==> src/rtl/priv_ctrl_pkg.sv <==
package priv_ctrl_pkg;

  typedef enum logic [2:0] {
    SEL_SR   = 3'd0,
    SEL_CCR  = 3'd1,
    SEL_SFC  = 3'd2,
    SEL_DFC  = 3'd3,
    SEL_A7   = 3'd4,
    SEL_USP  = 3'd5,
    SEL_RSV6 = 3'd6,
    SEL_RSV7 = 3'd7
  } reg_sel_e;

  typedef enum logic [1:0] {
    SZ_BYTE = 2'd0,
    SZ_WORD = 2'd1,
    SZ_LONG = 2'd2,
    SZ_BAD  = 2'd3
  } acc_size_e;

  localparam int SR_W        = 16;
  localparam int FLAG_W      = 5;
  localparam int MASK_W      = 3;
  localparam int TRACE_W     = 2;
  localparam int S_BIT       = 13;
  localparam int MASK_LSB    = 8;
  localparam int TRACE_LSB   = 14;
  localparam logic [SR_W-1:0] SR_DEFINED = 16'hE71F;

endpackage

==> src/rtl/priv_access_check.sv <==
module priv_access_check
  import priv_ctrl_pkg::*;
(
  input  logic       acc_en,
  input  logic       acc_wr,
  input  logic [2:0] acc_sel,
  input  logic [1:0] acc_size,
  input  logic       super_mode,
  output logic       priv_fault,
  output logic       size_fault,
  output logic       rd_ok,
  output logic       wr_sr,
  output logic       wr_ccr,
  output logic [1:0] wr_fc,
  output logic       wr_a7,
  output logic       wr_usp
);

  logic needs_super;
  logic size_good;
  logic pass;

  always_comb begin
    needs_super = 1'b0;
    size_good   = 1'b1;
    case (acc_sel)
      SEL_SR: begin
        needs_super = 1'b1;
        size_good   = (acc_size == SZ_WORD);
      end
      SEL_CCR: size_good = (acc_size == SZ_WORD);
      SEL_SFC, SEL_DFC: begin
        needs_super = 1'b1;
        size_good   = (acc_size == SZ_LONG);
      end
      SEL_A7: size_good = (acc_size == SZ_WORD) || (acc_size == SZ_LONG);
      SEL_USP: begin
        needs_super = 1'b1;
        size_good   = (acc_size == SZ_WORD) || (acc_size == SZ_LONG);
      end
      default: begin
        needs_super = 1'b0;
        size_good   = 1'b1;
      end
    endcase
  end

  assign priv_fault = acc_en && needs_super && !super_mode;
  assign size_fault = acc_en && !priv_fault && !size_good;
  assign pass       = acc_en && !priv_fault && size_good;
  assign rd_ok      = pass && !acc_wr;
  assign wr_sr      = pass && acc_wr && (acc_sel == SEL_SR);
  assign wr_ccr     = pass && acc_wr && (acc_sel == SEL_CCR);
  assign wr_fc[0]   = pass && acc_wr && (acc_sel == SEL_SFC);
  assign wr_fc[1]   = pass && acc_wr && (acc_sel == SEL_DFC);
  assign wr_a7      = pass && acc_wr && (acc_sel == SEL_A7);
  assign wr_usp     = pass && acc_wr && (acc_sel == SEL_USP);

endmodule

==> src/rtl/priv_status_reg.sv <==
module priv_status_reg
  import priv_ctrl_pkg::*;
#(
  parameter logic [SR_W-1:0] SR_RESET = 16'h2700
) (
  input  logic              clk,
  input  logic              rst_n,
  input  logic              wr_sr,
  input  logic              wr_ccr,
  input  logic [SR_W-1:0]   wdata,
  input  logic              upd_en,
  input  logic [FLAG_W-1:0] upd_val,
  output logic [SR_W-1:0]   sr_word
);

  logic [SR_W-1:0] sr_q;

  always_ff @(posedge clk or negedge rst_n) begin
    if (!rst_n) begin
      sr_q <= SR_RESET & SR_DEFINED;
    end else if (wr_sr) begin
      sr_q <= wdata & SR_DEFINED;
    end else if (wr_ccr) begin
      sr_q[FLAG_W-1:0] <= wdata[FLAG_W-1:0];
    end else if (upd_en) begin
      sr_q[FLAG_W-1:0] <= upd_val;
    end
  end

  assign sr_word = sr_q;

endmodule

==> src/rtl/priv_fc_reg.sv <==
module priv_fc_reg #(
  parameter int FC_W = 3
) (
  input  logic            clk,
  input  logic            rst_n,
  input  logic            wr,
  input  logic [FC_W-1:0] wdata,
  output logic [FC_W-1:0] code
);

  always_ff @(posedge clk or negedge rst_n) begin
    if (!rst_n)  code <= '0;
    else if (wr) code <= wdata;
  end

endmodule

==> src/rtl/priv_stack_bank.sv <==
module priv_stack_bank
  import priv_ctrl_pkg::*;
#(
  parameter int DATA_W = 32,
  parameter logic [DATA_W-1:0] SP_RESET = '0
) (
  input  logic              clk,
  input  logic              rst_n,
  input  logic              super_mode,
  input  logic              wr_a7,
  input  logic              wr_usp,
  input  logic [1:0]        size,
  input  logic [DATA_W-1:0] wdata,
  output logic [DATA_W-1:0] active_sp,
  output logic [DATA_W-1:0] user_sp
);

  localparam int HALF_W = DATA_W / 2;

  logic [DATA_W-1:0] usp_q;
  logic [DATA_W-1:0] ssp_q;
  logic [DATA_W-1:0] wr_val;

  assign wr_val = (size == SZ_WORD)
                ? {{(DATA_W-HALF_W){wdata[HALF_W-1]}}, wdata[HALF_W-1:0]}
                : wdata;

  always_ff @(posedge clk or negedge rst_n) begin
    if (!rst_n) begin
      usp_q <= SP_RESET;
      ssp_q <= SP_RESET;
    end else begin
      if (wr_a7 && super_mode) ssp_q <= wr_val;
      if ((wr_a7 && !super_mode) || wr_usp) usp_q <= wr_val;
    end
  end

  assign active_sp = super_mode ? ssp_q : usp_q;
  assign user_sp   = usp_q;

endmodule

==> src/rtl/priv_ctrl_regs.sv <==
module priv_ctrl_regs
  import priv_ctrl_pkg::*;
#(
  parameter int DATA_W = 32,
  parameter int FC_W   = 3,
  parameter logic [SR_W-1:0]   SR_RESET = 16'h2700,
  parameter logic [DATA_W-1:0] SP_RESET = '0
) (
  input  logic              clk,
  input  logic              rst_n,
  input  logic              acc_en,
  input  logic              acc_wr,
  input  logic [2:0]        acc_sel,
  input  logic [1:0]        acc_size,
  input  logic [DATA_W-1:0] acc_wdata,
  output logic [DATA_W-1:0] acc_rdata,
  output logic              priv_viol,
  output logic              size_err,
  input  logic              ccr_upd_en,
  input  logic [FLAG_W-1:0] ccr_upd_val,
  output logic [TRACE_W-1:0] trace_en,
  output logic              super_mode,
  output logic [MASK_W-1:0] int_mask,
  output logic [FLAG_W-1:0] ccr_flags,
  output logic [FC_W-1:0]   sfc_code,
  output logic [FC_W-1:0]   dfc_code,
  output logic [DATA_W-1:0] a7_ptr
);

  localparam int HALF_W = DATA_W / 2;
  localparam int NUM_FC = 2;

  logic [SR_W-1:0]   sr_word;
  logic              priv_fault, size_fault, rd_ok;
  logic              wr_sr, wr_ccr, wr_a7, wr_usp;
  logic [NUM_FC-1:0] wr_fc;
  logic [FC_W-1:0]   fc_q [NUM_FC];
  logic [DATA_W-1:0] active_sp, user_sp;
  logic [DATA_W-1:0] rd_val;
  logic              priv_viol_q, size_err_q;

  assign super_mode = sr_word[S_BIT];

  priv_access_check u_check (
    .acc_en     (acc_en),
    .acc_wr     (acc_wr),
    .acc_sel    (acc_sel),
    .acc_size   (acc_size),
    .super_mode (super_mode),
    .priv_fault (priv_fault),
    .size_fault (size_fault),
    .rd_ok      (rd_ok),
    .wr_sr      (wr_sr),
    .wr_ccr     (wr_ccr),
    .wr_fc      (wr_fc),
    .wr_a7      (wr_a7),
    .wr_usp     (wr_usp)
  );

  priv_status_reg #(.SR_RESET(SR_RESET)) u_status (
    .clk     (clk),
    .rst_n   (rst_n),
    .wr_sr   (wr_sr),
    .wr_ccr  (wr_ccr),
    .wdata   (acc_wdata[SR_W-1:0]),
    .upd_en  (ccr_upd_en),
    .upd_val (ccr_upd_val),
    .sr_word (sr_word)
  );

  for (genvar g = 0; g < NUM_FC; g++) begin : g_fc
    priv_fc_reg #(.FC_W(FC_W)) u_fc (
      .clk   (clk),
      .rst_n (rst_n),
      .wr    (wr_fc[g]),
      .wdata (acc_wdata[FC_W-1:0]),
      .code  (fc_q[g])
    );
  end

  priv_stack_bank #(.DATA_W(DATA_W), .SP_RESET(SP_RESET)) u_stack (
    .clk        (clk),
    .rst_n      (rst_n),
    .super_mode (super_mode),
    .wr_a7      (wr_a7),
    .wr_usp     (wr_usp),
    .size       (acc_size),
    .wdata      (acc_wdata),
    .active_sp  (active_sp),
    .user_sp    (user_sp)
  );

  always_comb begin
    rd_val = '0;
    case (acc_sel)
      SEL_SR:  rd_val[SR_W-1:0]   = sr_word;
      SEL_CCR: rd_val[FLAG_W-1:0] = sr_word[FLAG_W-1:0];
      SEL_SFC: rd_val[FC_W-1:0]   = fc_q[0];
      SEL_DFC: rd_val[FC_W-1:0]   = fc_q[1];
      SEL_A7:  rd_val = (acc_size == SZ_WORD)
                      ? {{(DATA_W-HALF_W){1'b0}}, active_sp[HALF_W-1:0]}
                      : active_sp;
      SEL_USP: rd_val = (acc_size == SZ_WORD)
                      ? {{(DATA_W-HALF_W){1'b0}}, user_sp[HALF_W-1:0]}
                      : user_sp;
      default: rd_val = '0;
    endcase
  end

  assign acc_rdata = rd_ok ? rd_val : '0;

  always_ff @(posedge clk or negedge rst_n) begin
    if (!rst_n) begin
      priv_viol_q <= 1'b0;
      size_err_q  <= 1'b0;
    end else begin
      priv_viol_q <= priv_fault;
      size_err_q  <= size_fault;
    end
  end

  assign priv_viol = priv_viol_q;
  assign size_err  = size_err_q;
  assign trace_en  = sr_word[TRACE_LSB +: TRACE_W];
  assign int_mask  = sr_word[MASK_LSB +: MASK_W];
  assign ccr_flags = sr_word[FLAG_W-1:0];
  assign sfc_code  = fc_q[0];
  assign dfc_code  = fc_q[1];
  assign a7_ptr    = active_sp;

endmodule

==> config.mk <==
export PLATFORM = sky130hd
export DESIGN_NAME = priv_ctrl_regs
export DESIGN_NICKNAME = d
export VERILOG_FILES = /design/src/rtl/priv_ctrl_pkg.sv /design/src/rtl/priv_access_check.sv /design/src/rtl/priv_status_reg.sv /design/src/rtl/priv_fc_reg.sv /design/src/rtl/priv_stack_bank.sv /design/src/rtl/priv_ctrl_regs.sv
export SDC_FILE = /design/constraint.sdc
export NUM_CORES = 1
export LEC_CHECK = 0
export CAP_MARGIN = 30
export CELL_PAD_IN_SITES_DETAIL_PLACEMENT = 0
export CELL_PAD_IN_SITES_GLOBAL_PLACEMENT = 1
export CORE_ASPECT_RATIO = 1.75
export CORE_UTILIZATION = 37
export CTS_CLUSTER_DIAMETER = 50
export DETAILED_ROUTE_END_ITERATION = 10
export GPL_ROUTABILITY_DRIVEN = 0
export PLACE_DENSITY = 0.85
export SLEW_MARGIN = 20
export SYNTH_ARGS = -nofsm -noshare
export SYNTH_HDL_FRONTEND = slang
export SYNTH_SLANG_ARGS = --single-unit
export TNS_END_PERCENT = 5
==> constraint.sdc <==
create_clock -name clk -period 2.3 [get_ports clk]
set_input_delay 0.345 -clock clk [delete_from_list [all_inputs] [get_ports clk]]
set_output_delay 0.345 -clock clk [all_outputs]
set_load 0.005 [all_outputs]
==> results of run 1 <==
## kinds of logic (layout without fill, tap and decap cells)
| logic type | count (synthesis) | in the layout |
|---|---|---|
| muxes | 86 | 86 |
| adders and majority gates | 2 | 2 |
| xor gates and xnor gates | 1 | 1 |
| AOI/OAI and AO/OA | 99 | 99 |
| DFF | 83 | 83 |
| buffers and inverters | 37 | 212 |
| and+or+nand+nor | 139 | 139 |
## final cells by class
type,instances,share of cell area (%)
inverters,6,0.334
clock inverters,6,1.35
flip-flops and latches,83,30.9
clock buffers,9,3.34
repair buffers,191,25.9
well taps,165,3.06
multi-input cells,327,35.1
## power by group
group	leakage (µW)	internal (µW)	switching (µW)
Clock	0.000144	946	588
Combinational	0.00189	626	403
Sequential	0.00108	1620	122
## path summary, 6_finish.rpt
kind | start | to
max | u_status.sr_word[13]$_DFFE_PN1P_ | acc_rdata[2]
min | rst_n | u_stack.user_sp[18]$_DFFE_PN0P_
max reg2reg | u_status.sr_word[13]$_DFFE_PN1P_ | u_stack.ssp_q[2]$_DFFE_PN0P_
min reg2reg | u_stack.ssp_q[14]$_DFFE_PN0P_ | u_stack.ssp_q[14]$_DFFE_PN0P_
max in group asynchronous | rst_n | u_stack.ssp_q[3]$_DFFE_PN0P_
min in group clk | u_stack.ssp_q[14]$_DFFE_PN0P_ | u_stack.ssp_q[14]$_DFFE_PN0P_
## synth_stat cells (all sizes together), types with 2 or more instances
master / count / area share, %
a211oi: 4 / 0.66
a21oi: 75 / 8.3
a22oi: 3 / 0.49
and2: 7 / 0.96
buf: 23 / 3.8
clkbuf: 8 / 0.66
dfrtp: 79 / 43
dfstp: 4 / 2.3
ha: 2 / 0.55
inv: 5 / 0.41
mux2: 74 / 18
mux2i: 12 / 2.6
nand2: 53 / 4.4
nand2b: 7 / 1.2
nand3: 6 / 0.66
nand4: 2 / 0.60
nor2: 49 / 4.4
nor2b: 3 / 0.41
nor3: 2 / 0.33
nor4: 3 / 1.2
o21ai: 9 / 0.99
o2bb2ai: 3 / 0.58
## flip-flops by register name, indices dropped and copies added, names as in the netlist
name / flops
priv_viol: 1
size_err: 1
u_status.sr_word: 11
u_stack.ssp_q: 32
u_stack.user_sp: 32
g_fc.u_fc.code: 6
## per-stage QoR
stage	hold WS (ns)	utilization (%)	setup slack, ns	setup TNS, ns
after floorplan	0.0494	-	0.332	0
after global placement	0.452	52.3	-0.663	-30.47
after detailed placement	0.469	52.3	-0.662	-32.67
after CTS	0.104	55.9	-0.247	-6.35
after global routing	0.149	56.2	-0.334	-6.77
final	0.0693	56.2	-0.225	-3.16
## metal layers
metal | share of wire (%) | up-vias
met4 | 2.7 | 0
met1 | 38 | 1960
met3 | 4.2 | 21
met2 | 55 | 130
met5 | 0 | -
li1 | - | 1891
## timing repair
item | 4_1_cts | 5_1_grt
buffers inserted | 6 | 1
setup endpoints to repair | 55 | 75
pin swaps | 6 | 3
gates resized for setup | 48 | 76
gates cloned | 2 | 0
==> results.toml, run 1 <==
[status]
status = "finished, violations left"
violations = "setup timing"

[placed_design]
place_area_um2 = 6280
hpwl_um = 9760
port_buffers = 129
dp.cells = 763

[logic_synthesis]
syn_avg_cell_area_um2 = 10.2
synth_fa_ha_area_share_pct = 0.549
synth_compound_area_share_pct = 12.0
synth-async-reset-ratio_pct = 100
synth_xor_area_share_pct = 0.192
yosys.area_share.simple_pct = 15.7
ys_warn_count = 0
ys_types = 47
synth_edf_count = 0
ys.flop_type = "dfrtp_1"
ys_ff_latch = 83
synth_top_family_by_area = "multiplexers"
syn-num-nets = 496
syn_area_um2 = 4560
ys_seq_area_share_pct = 45.7
synthMuxAreaShare_pct = 20.9
syn_inst = 447

[cts]
cts_buffers = 9
clk_pin_slew_worst_paths_ns = 0.06
cts_root_buf = "clkbuf_16"
cts_tree = "built"
clk_latency_ns = 0.33
cts_buffer_depth = 2
htree_num_levels = 3
clock_sinks = 83
cts_hold_buffers = 0

[final_layout]
final_common_cell = "clkdlybuf4s50_1"
fin_nets = 667
fin_area_um2 = 6740
n_antenna_cell = 0
regArea_um2 = 2080
num-fill-cells = 1053
layout-area-overhead-vs-synth_pct = 47.9
multi_input_area_um2 = 2360
fin_cells = 787
layout-drive-gt1-share_pct = 33.8
final_cell_mix = "87 x clkdlybuf4s50_1, 79 x dfrtp_1, 71 x mux2_2, 63 x a21oi_1, 53 x nand2_1"

[global_route]
met3_usage_pct = 3.32
grtUsageMet2_pct = 39.9
grtUsageMet1_pct = 24.1
grt_pass1_vias = 4225
grt_max_degree = 60
overflow = 0
antenna_found_initial = 0
grt_use_total_pct = 21.8
busiest_layer = "met2"
grt_pass1_wl_um = 21500

[timing]
post-route-period-util_pct = 110
worst_pin_slew_ns = 0.766
fin_skew_ns = 0.00390
setup_ws_ns = -0.225
rsz0062_at_grt = "true"
post-route-min-period_ns = 2.53
worst_slew_margin_rel_pct = 49.0
setup_violations = 31
hold_violations = 0
fmax_ghz = 0.396
slew_violations = 0

[worst_setup_path]
cpLargestDelayFamily = "flip-flops"
end_kind = "output port"
crit_chain = "buf_12 > mux2_2 > a211oi_2 > nor2_2 > clkdlybuf4s50_1"
cp.required_ns = 1.96
crit_arrival_ns = 2.18
r2r_cells = 7
crit_buf_inv = 2
cpMaxStageDelayCell = "dfstp_2"
r2r_slack_ns = 0.08
max_stage_delay_ns = 0.60
path_class = "flip-flop to output port"
critPathMaxFanout = 14
cp_num_cells = 5
worstSetupStartpointType = "flip-flop"

[route]
drt_iter0_drc = 145
drt_pre_antenna_iters = 5
via_per_inst = 5.09
avgRoutedWirePerCell_um = 17.1
drc = 0
totalWireLength_um = 13400
ant_nets = 0
vias = 4002

[flow_run]
maxCapViolations = 0

[hold_path]
hold_path.class = "input port to async pin"

[floorplanning]
die-area_um2 = 12800
start_util_pct = 38.0
std_cell_rows = 53
ios = 130
die_x_um = 85.9
die_h_um = 149
core_um2 = 12000

[pwr]
power_uw = 4300
vdd_drop_max_mv = 0.360
cellPowerDensity_nw_per_um2 = 638
leakagePower_uw = 0.00311
(Power assumes the default switching activity.)
==> run 2, diff against run 1 <==
Settings changed: CELL_PAD_IN_SITES_DETAIL_PLACEMENT 0 to 1, CELL_PAD_IN_SITES_GLOBAL_PLACEMENT 1 to 2, CORE_UTILIZATION 37 to 42, DONT_BUFFER_PORTS set to 1, PLACE_DENSITY 0.85 to 0.89.
Clock period 2.3 ns to 3.07 ns, I/O delays scaled along.
==> run 2 against run 1 <==
Compared with the run above:
- the run now ends clean
- clock power fell by 20%
- total power fell by 32%
- final cell count fell by 27%
- global-route usage rose by 2.4 points
- core utilization fell by 9.5 points
- clock skew rose by 0.0021 ns
- final area fell by 26%
- routed wire length fell by 5.3%
- highest routed layer unchanged
- worst hold slack got worse by 0.036 ns
- via count fell by 16%
- combinational power fell by 60%
==> results.toml, run 2 (synthesis gave the netlist of run 1 again) <==
[worst_setup_path]
crit_arrival_ns = 2.22
crit_chain = "buf_4 > o21bai_1 > and4_1 > and2_1"
critPathMaxFanout = 19
path_class = "flip-flop to output port"
crit_buf_inv = 1
worstSetupStartpointType = "flip-flop"
max_stage_delay_ns = 0.75
cp.required_ns = 2.61
cpLargestDelayFamily = "flip-flops"
cpMaxStageDelayCell = "dfstp_2"
end_kind = "output port"

[floorplanning]
std_cell_rows = 50
ios = 130
die_h_um = 140
start_util_pct = 42.9
die-area_um2 = 11300
die_x_um = 80.8
core_um2 = 10600

[route]
totalWireLength_um = 12700
via_per_inst = 5.86
drt_iter0_drc = 98
vias = 3361
drt_pre_antenna_iters = 4
avgRoutedWirePerCell_um = 22.1
drc = 0
ant_nets = 0

[cts]
htree_num_levels = 3
cts_resized = 0
clk_latency_ns = 0.34
cts_buffer_depth = 2
cts_tree = "built"
clock_sinks = 83
cts_root_buf = "clkbuf_16"
clk_pin_slew_worst_paths_ns = 0.06
cts_buffers = 9

[pwr]
power_uw = 2940
cellPowerDensity_nw_per_um2 = 591
vdd_drop_max_mv = 0.319
leakagePower_uw = 0.00216

[final_layout]
fin_nets = 488
layout-area-overhead-vs-synth_pct = 8.92
layout-drive-gt1-share_pct = 25.7
num-fill-cells = 1172
final_cell_mix = "79 x dfrtp_1, 74 x a21oi_1, 71 x mux2_2, 53 x nand2_1, 48 x nor2_1"
multi_input_area_um2 = 2250
regArea_um2 = 2080
n_antenna_cell = 0
final_common_cell = "dfrtp_1"

[timing]
worst_slew_margin_rel_pct = 44.1
post-route-period-util_pct = 87.3
slew_violations = 0
setup_tns_ns = 0
fmax_ghz = 0.373
worst_pin_slew_ns = 0.832
hold_violations = 0
fin_skew_ns = 0.00603
post-route-min-period_ns = 2.68
setup_violations = 0
rsz0062_at_grt = "false"

[global_route]
antenna_found_initial = 0
grt_pass1_wl_um = 20100
grt_use_total_pct = 24.2
grt_pass1_vias = 3738
overflow = 0
grt_max_degree = 84

[flow_run]
maxCapViolations = 0

[hold_path]
hold_path.class = "input port to async pin"

[placed_design]
hpwl_um = 9250
port_buffers = 0

[status]
status = "complete, no violations"
run 2: layout make-up:
class / instances / share of cell area, %
inverters: 6 / 0.454
multi-input cells: 327 / 45.4
clock buffers: 11 / 4.69
well taps: 130 / 3.28
repair buffers: 12 / 2.22
flip-flops and latches: 83 / 41.9
clock inverters: 5 / 2.07
run 2: through the flow:
| step | std cells | area [µm²] | worst slack, ns | hold slack, ns | util, % |
|---|---|---|---|---|---|
| after floorplan | 447 | 4560 | 0.915 | 0.165 | - |
| after global placement | 557 | 4600 | 0.683 | 0.168 | 43.3 |
| after detailed placement | 557 | 4600 | 0.634 | 0.167 | 43.3 |
| after CTS | 574 | 4970 | 0.354 | 0.0438 | 46.7 |
| after global routing | 574 | 4970 | 0.255 | 0.0525 | 46.7 |
| final | 574 | 4970 | 0.390 | 0.0333 | 46.7 |
run 2: per-layer routing:
| metal | track usage, % | up-vias | share of wire, % |
|---|---|---|---|
| met3 | 4.79 | 23 | 4.2 |
| met5 | 0 | - | 0 |
| met2 | 46.0 | 95 | 57 |
| met4 | 11.2 | 0 | 3.2 |
| met1 | 24.0 | 1705 | 35 |
| li1 | - | 1538 | - |
run 2: repair_timing:
action / 4_1_cts / 5_1_grt
setup endpoints to repair: 0 / 0
endpoints found under the hold margin: 83 / 0
setup buffers: 0 / 0
hold buffers: 1 / 0
run 2: report_power, final:
group | total (µW) | switching, µW | internal, µW
Combinational | 412 | 214 | 198
Clock | 1220 | 423 | 794
Sequential | 1310 | 96.6 | 1210
Total | 2940 | 733 | 2200
run 2: path summary, 6_finish.rpt:
check,startpoint,end,slack (ns),depth (start not counted)
min in group clk,acc_en,priv_viol$_DFF_PN0_,0.24,2
max in group asynchronous,rst_n,u_status.sr_word[8]$_DFFE_PN1P_,2.68,1
max reg2reg,u_status.sr_word[13]$_DFFE_PN1P_,u_stack.user_sp[12]$_DFFE_PN0P_,0.67,5
max,u_status.sr_word[13]$_DFFE_PN1P_,acc_rdata[8],0.39,4
min reg2reg,u_stack.ssp_q[0]$_DFFE_PN0P_,u_stack.ssp_q[0]$_DFFE_PN0P_,0.51,1
min,rst_n,u_stack.ssp_q[25]$_DFFE_PN0P_,0.03,1
run 2: worst reg2reg max path: cells and delay by family (launching register included):
family                    cells  cell delay, ns
buffers and inverters         2            0.78
DFF                           1            0.75
muxes                         1            0.42
and+or+nand+nor               1            0.19
xor gates and xnor gates      1            0.16
==> run 3, diff against run 2 <==
Settings changed: CTS_CLUSTER_SIZE set to 40.
==> results of run 3 <==
Final layout, timing and power as in run 2 (identical DEF).
